`config.mk`:
```
export PLATFORM = sky130hd
export DESIGN_NAME = ms_interval_timer
export DESIGN_NICKNAME = d
export VERILOG_FILES = /design/src/rtl/ms_timer_pkg.sv /design/src/rtl/period_round.sv /design/src/rtl/ttg_counter.sv /design/src/rtl/done_flag_fsm.sv /design/src/rtl/ms_interval_timer.sv
export SDC_FILE = /design/constraint.sdc
export NUM_CORES = 1
export LEC_CHECK = 0
export BUFFER_PORTS_ARGS = -buffer_cell sky130_fd_sc_hd__buf_2
export CAP_MARGIN = 20
export CELL_PAD_IN_SITES_DETAIL_PLACEMENT = 2
export CELL_PAD_IN_SITES_GLOBAL_PLACEMENT = 2
export CORE_MARGIN = 2
export CORE_UTILIZATION = 37
export CTS_CLUSTER_SIZE = 16
export DETAILED_ROUTE_END_ITERATION = 10
export GPL_TIMING_DRIVEN = 0
export PLACE_DENSITY = 0.82
export REMOVE_ABC_BUFFERS = 1
export SLEW_MARGIN = 10
export SYNTH_ARGS = -nofsm -noshare
export SYNTH_HDL_FRONTEND = slang
export SYNTH_HIERARCHICAL = 1
export SYNTH_SLANG_ARGS = --single-unit
```
`constraint.sdc`:
```
create_clock -name clk -period 4.75 [get_ports clk]
set_input_delay 0 -clock clk [delete_from_list [all_inputs] [get_ports clk]]
set_output_delay 0 -clock clk [all_outputs]
set_load 0.1 [all_outputs]
```
`src/rtl/ms_timer_pkg.sv`:
```
package ms_timer_pkg;

    // Countdown controller states
    typedef enum logic {
        CNT_IDLE = 1'b0,
        CNT_RUN  = 1'b1
    } cnt_state_t;

    // Done flag states
    typedef enum logic {
        FLAG_LOW  = 1'b0,
        FLAG_HIGH = 1'b1
    } flag_state_t;

endpackage

```
`src/rtl/period_round.sv`:
```
module period_round #(
    parameter int WORD_W = 36,
    parameter int SUB_W  = 12
) (
    input  logic [WORD_W-1:0] raw,
    output logic [WORD_W:0]   rounded,
    output logic              is_zero
);
    localparam logic [WORD_W:0] STEP = {{WORD_W{1'b0}}, 1'b1} << SUB_W;

    logic [WORD_W:0] trunc;
    logic            frac_nz;

    always_comb begin
        trunc   = {1'b0, raw[WORD_W-1:SUB_W], {SUB_W{1'b0}}};
        frac_nz = |raw[SUB_W-1:0];
        rounded = trunc + (frac_nz ? STEP : '0);
        is_zero = (raw == '0);
    end
endmodule

```
`src/rtl/ttg_counter.sv`:
```
module ttg_counter
    import ms_timer_pkg::*;
#(
    parameter int WORD_W = 36,
    parameter int SUB_W  = 12
) (
    input  logic            clk,
    input  logic            rst_n,
    input  logic            load,
    input  logic [WORD_W:0] load_val,
    input  logic            tick,
    output logic            expire
);
    localparam int TTG_W = WORD_W + 2;
    localparam logic signed [TTG_W-1:0] STEP_S = {{(TTG_W-1){1'b0}}, 1'b1} << SUB_W;

    cnt_state_t               state_q, state_d;
    logic signed [TTG_W-1:0]  ttg_q, ttg_d, ttg_dec;
    logic [WORD_W:0]          reload_q, reload_d;
    logic                     reached;

    assign ttg_dec = ttg_q - STEP_S;
    assign reached = ttg_dec[TTG_W-1] || (ttg_dec == '0);

    // State register
    always_ff @(posedge clk or negedge rst_n) begin
        if (!rst_n) begin
            state_q  <= CNT_IDLE;
            ttg_q    <= '0;
            reload_q <= '0;
        end else begin
            state_q  <= state_d;
            ttg_q    <= ttg_d;
            reload_q <= reload_d;
        end
    end

    // Next state and outputs
    always_comb begin
        state_d  = state_q;
        ttg_d    = ttg_q;
        reload_d = reload_q;
        expire   = 1'b0;
        unique case (state_q)
            CNT_IDLE: begin
                if (load) begin                       // ARM
                    state_d  = CNT_RUN;
                    ttg_d    = $signed({1'b0, load_val});
                    reload_d = load_val;
                end
            end
            CNT_RUN: begin
                if (load) begin                       // RESTART
                    ttg_d    = $signed({1'b0, load_val});
                    reload_d = load_val;
                end else if (tick && reached) begin   // RELOAD
                    expire   = 1'b1;
                    ttg_d    = $signed({1'b0, reload_q});
                end else if (tick) begin              // STEP
                    ttg_d    = ttg_dec;
                end
            end
            default: state_d = CNT_IDLE;
        endcase
    end
endmodule

```
`src/rtl/done_flag_fsm.sv`:
```
module done_flag_fsm
    import ms_timer_pkg::*;
(
    input  logic clk,
    input  logic rst_n,
    input  logic set,
    input  logic clr,
    output logic done
);
    flag_state_t state_q, state_d;

    always_ff @(posedge clk or negedge rst_n) begin
        if (!rst_n) state_q <= FLAG_LOW;
        else        state_q <= state_d;
    end

    always_comb begin
        state_d = state_q;
        unique case (state_q)
            FLAG_LOW:  if (set) state_d = FLAG_HIGH;            // RAISE
            FLAG_HIGH: if (clr && !set) state_d = FLAG_LOW;     // DROP
            default:   state_d = FLAG_LOW;
        endcase
    end

    always_comb begin
        done = (state_q == FLAG_HIGH);
    end
endmodule

```
`src/rtl/ms_interval_timer.sv`:
```
module ms_interval_timer #(
    parameter int WORD_W   = 36,
    parameter int SUB_W    = 12,
    parameter int STAT_BIT = 30
) (
    input  logic              clk,
    input  logic              rst_n,
    input  logic              ms_tick,
    input  logic              per_wr_en,
    input  logic [WORD_W-1:0] per_wr_data,
    input  logic              done_clr,
    output logic [WORD_W-1:0] per_rdata,
    output logic              done_flag,
    output logic              irq,
    output logic [WORD_W-1:0] status_word
);
    logic [WORD_W:0]   rounded;
    logic              is_zero;
    logic              accept;
    logic              expire;
    logic [WORD_W-1:0] period_q;

    period_round #(.WORD_W(WORD_W), .SUB_W(SUB_W)) u_round (
        .raw     (per_wr_data),
        .rounded (rounded),
        .is_zero (is_zero)
    );

    assign accept = per_wr_en && !is_zero;

    always_ff @(posedge clk or negedge rst_n) begin
        if (!rst_n)      period_q <= '0;
        else if (accept) period_q <= per_wr_data;
    end

    ttg_counter #(.WORD_W(WORD_W), .SUB_W(SUB_W)) u_ttg (
        .clk      (clk),
        .rst_n    (rst_n),
        .load     (accept),
        .load_val (rounded),
        .tick     (ms_tick),
        .expire   (expire)
    );

    done_flag_fsm u_flag (
        .clk   (clk),
        .rst_n (rst_n),
        .set   (expire),
        .clr   (done_clr),
        .done  (done_flag)
    );

    always_comb begin
        per_rdata             = period_q;
        irq                   = done_flag;
        status_word           = '0;
        status_word[STAT_BIT] = done_flag;
    end
endmodule

```
==> flow_metrics.tcl, run 1 <==
set metrics [dict create \
    finClkSkew_ns 0.01657 \
    drt-pass1-iter-count 5 \
    path_class "reg -> reg" \
    cap_violations 0 \
    dpl.hpwl_microns 14040 \
    netlist_area_sq_um 6472 \
    place.port_buffers 79 \
    synthTopCellsByArea "dfrtp_1, mux2_4, mux2_2" \
    overflow 0 \
    cts_root_buf "clkbuf_16" \
    post_route_cells_drive_above_1_share 0.2962 \
    place_congestion 0.8299 \
    placed_area_sq_um 6944 \
    synth.most_common_cell "dfrtp_1" \
    multi_input_area_sq_um 3226 \
    holdCritPathClass "in -> reg" \
    cts_sinks 113 \
    pwr_density_cell_nw_per_um2 433.0 \
    period_needed_ns 4.625 \
    start_util 0.3768 \
    crit_fanout 15 \
    drc 0 \
    hold_viol_final 0 \
    syn-instance-count 590 \
    die_x_microns 136.3 \
    die_y_microns 136.3 \
    synth_flop_cell "dfrtp_1" \
    core_area_sq_um 17180 \
    cts_tree "built" \
    antenna_found_initial 0 \
    p_int_uw 2133 \
    grt_pass1_wl_microns 43300 \
    nNetsFinal 751 \
    synth_edf_count 0 \
    seq_power_share 0.345 \
    critPathLaunchType "flip-flop" \
    num_rows 48 \
    clk_pin_slew_worst_paths_ns 0.07 \
    max_freq_mhz 216.2 \
    routedWlPerCell_microns 31.50 \
    register_area_sq_um 2828 \
    tightestPinTransition_ns 1.306 \
    yosys_register_bits 113 \
    power.leakage_uw 0.003536 \
    syn_area_per_cell_sq_um 10.97 \
    ant_nets 0 \
    yosysTopAreaCell "dfrtp_1" \
    fin_util 0.4637 \
    endpoint_kind "flip-flop" \
    die_area_sq_um 18570 \
    area_growth_pct 23.04 \
    avgViaCountPerCell 6.077 \
    synth_top_area_frac 0.4369 \
    antenna_cells 0 \
    slew_headroom 0.1262 \
    p_sw_frac 0.3815 \
    p_sw_uw 1315 \
    vias 5737 \
    n_fill_cell 1726 \
    grt_max_degree 93 \
    drv_slew 0 \
    synth_cell_types 63 \
    yosys_warnings 6 \
    wirelength_microns 29740 \
    cts_setup_buffers 0 \
    synth_common_cells "dfrtp_1, buf_4, mux2_4" \
    synthArstFlopShare 1.000 \
    htree_num_levels 4 \
    rsz0062_at_grt "no" \
    clock_power_share 0.403 \
    numCtsBuffers 17 \
    crit_required_ns 5.05 \
    grt_use_total 0.3232 \
    grt_pass1_vias 6284 \
    critPathArrivalTime_ns 4.93 \
    clk_latency_ns 0.44 \
    vdd_drop_max_mv 0.2678 \
    status "finished clean" \
    setup_viol 0 \
    stdcell_area_sq_um 7964 \
    io_pins 115 \
    fin_crit_sh 0.9736 \
    cts.path.max_buffers 2 \
    seq_area_frac_synth 0.4369 \
    combPwrFrac 0.252 \
    drt-initial-drc-count 532 \
]
logic make-up (layout without fill, tap and decap cells):
group,Yosys count,after routing,share of synthesized area
simple gates,170,170,0.1508
flops,113,113,0.4369
buf+inv,91,175,0.09395
compound gates,87,87,0.08950
mux,84,84,0.1672
xor+xnor,39,39,0.05277
fa+ha+maj,4,4,0.007733
other cells,2,47,0.001160
power groups by stage:
stage	logic (uW)	registers, uW	clock network [uW]
global placement	729	1160	0
floorplan	367	1370	0
detailed placement	767	1170	0
CTS	825	1170	1360
finish	868	1190	1390
global route	892	1190	1440
metal layers:
metal | vias to the layer above | global-route usage | wire, microns
met2 | 386 | 0.5539 | 14900
met5 | - | 0 | 0
met1 | 2985 | 0.3927 | 11540
met4 | 0 | 0.1557 | 1460
li1 | 2266 | - | -
met3 | 100 | 0.05630 | 1841
cell usage in the layout, fill, tap and decap left out, types with 25 or more instances in the layout:
| cell type | instances |
|---|---|
| nand2_1 | 35 |
| nor2_1 | 25 |
| dfrtp_1 | 113 |
| o21ai_0 | 27 |
| buf_2 | 78 |
| conb_1 | 47 |
| mux2_2 | 37 |
| xnor2_1 | 28 |
| dlygate4sd3_1 | 39 |
| mux2_4 | 39 |
cell type report:
| type | instances | area share |
|---|---|---|
| timing repair buffer | 127 | 0.1210 |
| clock inverter | 12 | 0.01995 |
| clock buffer | 20 | 0.05609 |
| tap | 225 | 0.03535 |
| inverter | 16 | 0.007541 |
| multi-input combinational | 431 | 0.4050 |
| sequential | 113 | 0.3551 |
worst paths after layout:
kind,from,endpoint,slack (ns),cells after the start
max in group asynchronous,rst_n,u_ttg/reload_q[3],3.59,4
worst max-delay path,u_ttg/ttg_q[12],u_ttg/ttg_q[28],0.13,11
worst min register to register,u_ttg/reload_q[11],u_ttg/reload_q[11],0.51,1
worst min-delay path,ms_tick,u_ttg/ttg_q[32],0.16,4
min in group asynchronous,rst_n,per_rdata[22],0.17,3
worst max register to register,u_ttg/ttg_q[12],u_ttg/ttg_q[28],0.13,11
flip-flops by register name, summed over array words and instances, names as in the netlist:
name	flops
u_ttg/ttg_q	38
u_ttg/state_q	1
per_rdata	36
u_flag/done	1
u_ttg/reload_q	37
critical path, cell delays in order, from the launching register on:
cell and delay, ns:
dfrtp_1 0.47, inv_1 0.11, ha_1 0.39, or4b_2 0.71
nor4_1 0.51, xnor2_1 0.27, nand4_1 0.30, o31ai_4 0.48
buf_8 0.24, nand2_2 0.30, mux2i_1 0.28, a221o_1 0.42
through the flow:
step,hold WS (ns),setup slack [ns],power [uW],cells,TNS (ns)
2_1_floorplan,-0.2956,0.3458,1738,560,0
3_3_place_gp,0.2491,-1.081,1889,864,-23.30
3_5_place_dp,-0.1337,0.3346,1940,872,0
4_1_cts,0.1611,0.2146,3352,943,0
5_1_grt,0.1829,0.1208,3523,944,0
6_report,0.1625,0.1255,3448,944,0
repair_timing:
item | CTS | global route
hold buffers | 39 | 0
setup endpoints to repair | 0 | 12
gates resized for setup | 0 | 2
endpoints found under the hold margin | 150 | 0
(Power assumes the default switching activity.)
==> run 2, diff against run 1 <==
--- a/config.mk
+++ b/config.mk
@@ -12,5 +12,4 @@
 export CORE_MARGIN = 2
 export CORE_UTILIZATION = 37
-export CTS_CLUSTER_SIZE = 16
 export DETAILED_ROUTE_END_ITERATION = 10
 export GPL_TIMING_DRIVEN = 0
==> constraint.sdc (replaced) <==
create_clock -name clk -period 4.75 [get_ports clk]
set_input_delay 0.475 -clock clk [delete_from_list [all_inputs] [get_ports clk]]
set_output_delay 0.475 -clock clk [all_outputs]
set_load 0.1 [all_outputs]
==> flow_metrics.tcl, run 2 (synthesis gave the netlist of run 1 again) <==
set metrics [dict create \
    status "finished clean" \
    crit_required_ns 5.06 \
    largest_reg_flops 38 \
    cts_setup_buffers 0 \
    cts.path.max_buffers 2 \
    place.port_buffers 79 \
    overflow 0 \
    crit_fanout 15 \
    r2r_start "u_ttg/ttg_q[12]" \
    numCtsBuffers 17 \
    htree_num_levels 4 \
    stdcell_area_sq_um 7572 \
    nNetsFinal 713 \
    hold_viol_final 0 \
    drc 0 \
    holdCritPathClass "in -> reg" \
    critPathLaunchType "flip-flop" \
    max_freq_mhz 224.2 \
    avgViaCountPerCell 5.876 \
    vdd_drop_max_mv 0.2701 \
    largest-register "u_ttg/ttg_q" \
    die_y_microns 136.3 \
    rrSetupSlack_ns 0.29 \
    grt_max_degree 93 \
    wirelength_microns 25660 \
    tightestPinTransition_ns 0.9757 \
    antenna_cells 0 \
    ant_nets 0 \
    grt_pass1_wl_microns 39330 \
    critPathArrivalTime_ns 4.77 \
    post_route_cells_drive_above_1_share 0.3128 \
    rsz0062_at_grt "no" \
    critPathBufInv 2 \
    min_to "per_rdata[1]" \
    final_cell_mix "dfrtp_1, buf_2, conb_1, mux2_4, mux2_2" \
    die_x_microns 136.3 \
    setup_viol 0 \
    crit_family "simple AND/OR/NAND/NOR gates" \
    finClkSkew_ns 0.01708 \
    drv_slew 0 \
    vias 5324 \
    holdCritStartpoint "per_wr_data[1]" \
    path_class "reg -> reg" \
    slew_headroom 0.3495 \
    drt-pass1-iter-count 5 \
    crit_path_cell_trace "inv_1, ha_1, or4b_2, nor4_1, xnor2_1, nand4_1, o31ai_4, buf_8, and2_2, a21oi_2, mux2_2" \
    endpoint_kind "flip-flop" \
    cap_violations 0 \
    worstReg2RegEnd "u_ttg/ttg_q[0]" \
    cp_slowest_stage_delay_ns 0.77 \
    cts_tree "built" \
    start_util 0.3768 \
    cts_sinks 113 \
    clk_latency_ns 0.44 \
    grt_use_total 0.2909 \
    routedWlPerCell_microns 28.32 \
    fin_crit_sh 0.9390 \
    final_common_cell "dfrtp_1" \
    reg2reg_depth 11 \
    antenna_found_initial 0 \
    drt-initial-drc-count 408 \
    io_pins 115 \
    cts_root_buf "clkbuf_16" \
    num_rows 48 \
    clk_pin_slew_worst_paths_ns 0.06 \
    whs_path_depth 2 \
    pwr_density_cell_nw_per_um2 441.8 \
    area_growth_pct 16.99 \
    dpl.hpwl_microns 14040 \
    grt_pass1_vias 6020 \
    placed_area_sq_um 6944 \
    core_area_sq_um 17180 \
    place_congestion 0.8299 \
    die_area_sq_um 18570 \
    critPathSlowestCell "a21oi_2" \
    power.leakage_uw 0.003374 \
    period_needed_ns 4.460 \
    finalPower_uw 3346 \
]
[run 2: how the worst max path moves through the flow]
stage                          from  cells after the start         endpoint
finish              u_ttg/ttg_q[12]                     11   u_ttg/ttg_q[0]
global route        u_ttg/ttg_q[16]                      9   u_ttg/ttg_q[0]
CTS                 u_ttg/ttg_q[12]                     11   u_ttg/ttg_q[2]
detailed placement  u_ttg/ttg_q[12]                     11   u_ttg/ttg_q[7]
global placement    u_ttg/ttg_q[12]                     10   u_ttg/ttg_q[1]
floorplan           u_ttg/ttg_q[12]                     10  u_ttg/ttg_q[10]
[run 2: area by class of cell]
cell class	instances	area (sq um)
clock inverter	12	158.9
clock buffer	20	446.7
multi-input combinational	431	3218
sequential	113	2828
timing repair buffer	89	579.3
fill	1757	9604
inverter	16	60.06
tap	225	281.5
[run 2: stage by stage]
step	setup slack, ns	cells	utilization	TNS, ns	hold slack (ns)
6_report	0.2899	906	0.4409	0	0.3018
3_3_place_gp	-1.081	864	0.3942	-25.85	0.4776
4_1_cts	0.2146	905	0.4401	0	0.2850
2_1_floorplan	0.3458	560	-	0	0.1794
5_1_grt	0.1072	906	0.4409	0	0.3001
3_5_place_dp	0.3346	872	0.4043	0	0.3413
[run 2: power by group]
part           internal, uW  leakage (uW)  switching [uW]  total [uW]
clock                   840      0.000279             512        1350
combinational           205       0.00175             612         817
sequential             1070       0.00134             112        1180
[run 2: repair_timing]
item	4_1_cts	5_1_grt
endpoints found under the setup margin	0	10
hold buffers	1	0
hold endpoints to repair	21	0
gates resized for setup	0	1
[run 2: layer usage]
layer  vias up  GRT usage  wire length, microns
met1      2792     0.3316                  9696
met2       282     0.5112                 13620
met5         -          0                     0
met3        64    0.06935                  1449
li1       2186          -                     -
met4         0     0.1395                   888
==> run 3, diff against run 2 <==
REMOVE_ABC_BUFFERS = unset   (was 1)
==> flow_metrics.tcl, run 3 (synthesis gave the netlist of run 1 again) <==
set metrics [dict create \
    routedWlPerCell_microns 24.53 \
    wirelength_microns 23820 \
    cap_violations 0 \
    finalPower_uw 3290 \
    cts_setup_buffers 0 \
    cts_tree "built" \
    ant_nets 0 \
    cts.path.max_buffers 2 \
    drt-initial-drc-count 284 \
    clk_latency_ns 0.42 \
    die_area_sq_um 18570 \
    overflow 0 \
    hold_viol_final 0 \
    crit_fanout 12 \
    grt_use_total 0.2744 \
    grt_pass1_vias 6224 \
    place.port_buffers 79 \
    largest-register "u_ttg/ttg_q" \
    whs_path_depth 2 \
    io_pins 115 \
    fin_crit_sh 0.8673 \
    fin_util 0.4620 \
    critPathArrivalTime_ns 4.45 \
    critPathLaunchType "input port" \
    status "finished clean" \
    place_congestion 0.8628 \
    cts_root_buf "clkbuf_16" \
    max_freq_mhz 242.7 \
    setup_viol 0 \
    tightestPinTransition_ns 1.072 \
    reg2reg_depth 12 \
    worst_slack_ns 0.6302 \
    post-place-ws_ns 0.3853 \
    die_x_microns 136.3 \
    holdCritPathClass "in -> reg" \
    drv_slew 0 \
    vdd_drop_max_mv 0.2771 \
    dpl.hpwl_microns 15660 \
    endpoint_kind "flip-flop" \
    clk_pin_slew_worst_paths_ns 0.06 \
    cts.repair.resized 0 \
    final_cell_mix "dfrtp_1, buf_2, buf_4, conb_1, mux2_4" \
    area_growth_pct 22.60 \
    antenna_cells 0 \
    htree_num_levels 4 \
    cts.hold.buffers_added 1 \
    rsz0062_at_grt "no" \
    num_rows 48 \
    core_area_sq_um 17180 \
    crit_required_ns 5.08 \
    final_common_cell "dfrtp_1" \
    path_class "in -> reg" \
    n_fill_cell 1790 \
    largest_reg_flops 38 \
    pwr_density_cell_nw_per_um2 414.6 \
    finClkSkew_ns 0.01073 \
    period_needed_ns 4.120 \
    drt-pass1-iter-count 5 \
    grt_pass1_wl_microns 38060 \
    numCtsBuffers 17 \
    avgViaCountPerCell 5.516 \
    slew_headroom 0.2827 \
    start_util 0.3768 \
    post_route_cells_drive_above_1_share 0.3472 \
    nNetsFinal 780 \
    cts_sinks 113 \
    die_y_microns 136.3 \
    vias 5356 \
    grt_max_degree 81 \
    rrSetupSlack_ns 0.63 \
    power.leakage_uw 0.003664 \
    antenna_found_initial 0 \
    drc 0 \
    final.setup.tns_ns 0 \
]
-- run 3: changes by cell type in the layout (fill, tap and decap cells not counted), moves of 2 or more --
cell	previous run	this run
buf_2	78	83
buf_4	0	50
buf_8	2	0
clkbuf_1	2	19
clkbuf_8	1	4
clkinv_4	2	0
clkinvlp_4	5	1
-- run 3: final timing paths --
kind / startpoint / end
min in group asynchronous: rst_n / per_rdata[32]
max in group asynchronous: rst_n / u_ttg/ttg_q[15]
worst min register to register: u_ttg/reload_q[8] / u_ttg/reload_q[8]
worst min-delay path: per_wr_data[11] / per_rdata[11]
worst max-delay path: per_wr_data[35] / u_ttg/ttg_q[17]
worst max register to register: u_ttg/ttg_q[12] / u_ttg/ttg_q[19]
-- run 3: power by group --
part / switching, uW / total (uW) / internal [uW] / leakage (uW)
clock: 474 / 1290 / 821 / 0.000279
sequential: 87.0 / 1150 / 1070 / 0.00134
combinational: 610 / 842 / 232 / 0.00204
-- run 3: area by class of cell --
type	instances	area, sq um	share of cell area
Clock buffer	25	495.5	0.06244
Tap cell	225	281.5	0.03548
Multi-Input combinational cell	431	3206	0.4040
Timing Repair Buffer	81	439.2	0.05535
Inverter	16	60.06	0.007569
Sequential cell	113	2828	0.3564
Buffer	75	548.0	0.06906
Clock inverter	5	77.57	0.009776
-- run 3: worst max-delay path, stage by stage --
cell      delay, ns
buf_2          0.14
nor4_1         0.78
nand4_1        0.26
nor3_1         0.40
nor2b_4        0.08
buf_12         0.17
buf_12         0.16
clkbuf_1       0.29
nor2_1         0.86
clkbuf_1       0.54
a22oi_1        0.16
o21ai_0        0.13
-- run 3: per-stage QoR --
stage / area [sq um] / std cells / hold WS [ns]
2_1_floorplan: 6641 / 635 / 0.1794
3_3_place_gp: 7318 / 939 / 0.4808
3_5_place_dp: 7352 / 940 / 0.3916
4_1_cts: 7935 / 971 / 0.2945
5_1_grt: 7935 / 971 / 0.2986
6_report: 7935 / 971 / 0.3091
-- run 3: metal layers --
| layer | vias to the layer above | global-route usage | wire (microns) |
|---|---|---|---|
| li1 | 2323 | - | - |
| met1 | 2784 | 0.3185 | 9433 |
| met2 | 204 | 0.5039 | 12750 |
| met3 | 45 | 0.05034 | 1117 |
| met4 | 0 | 0.09491 | 521 |
| met5 | - | 0 | 0 |
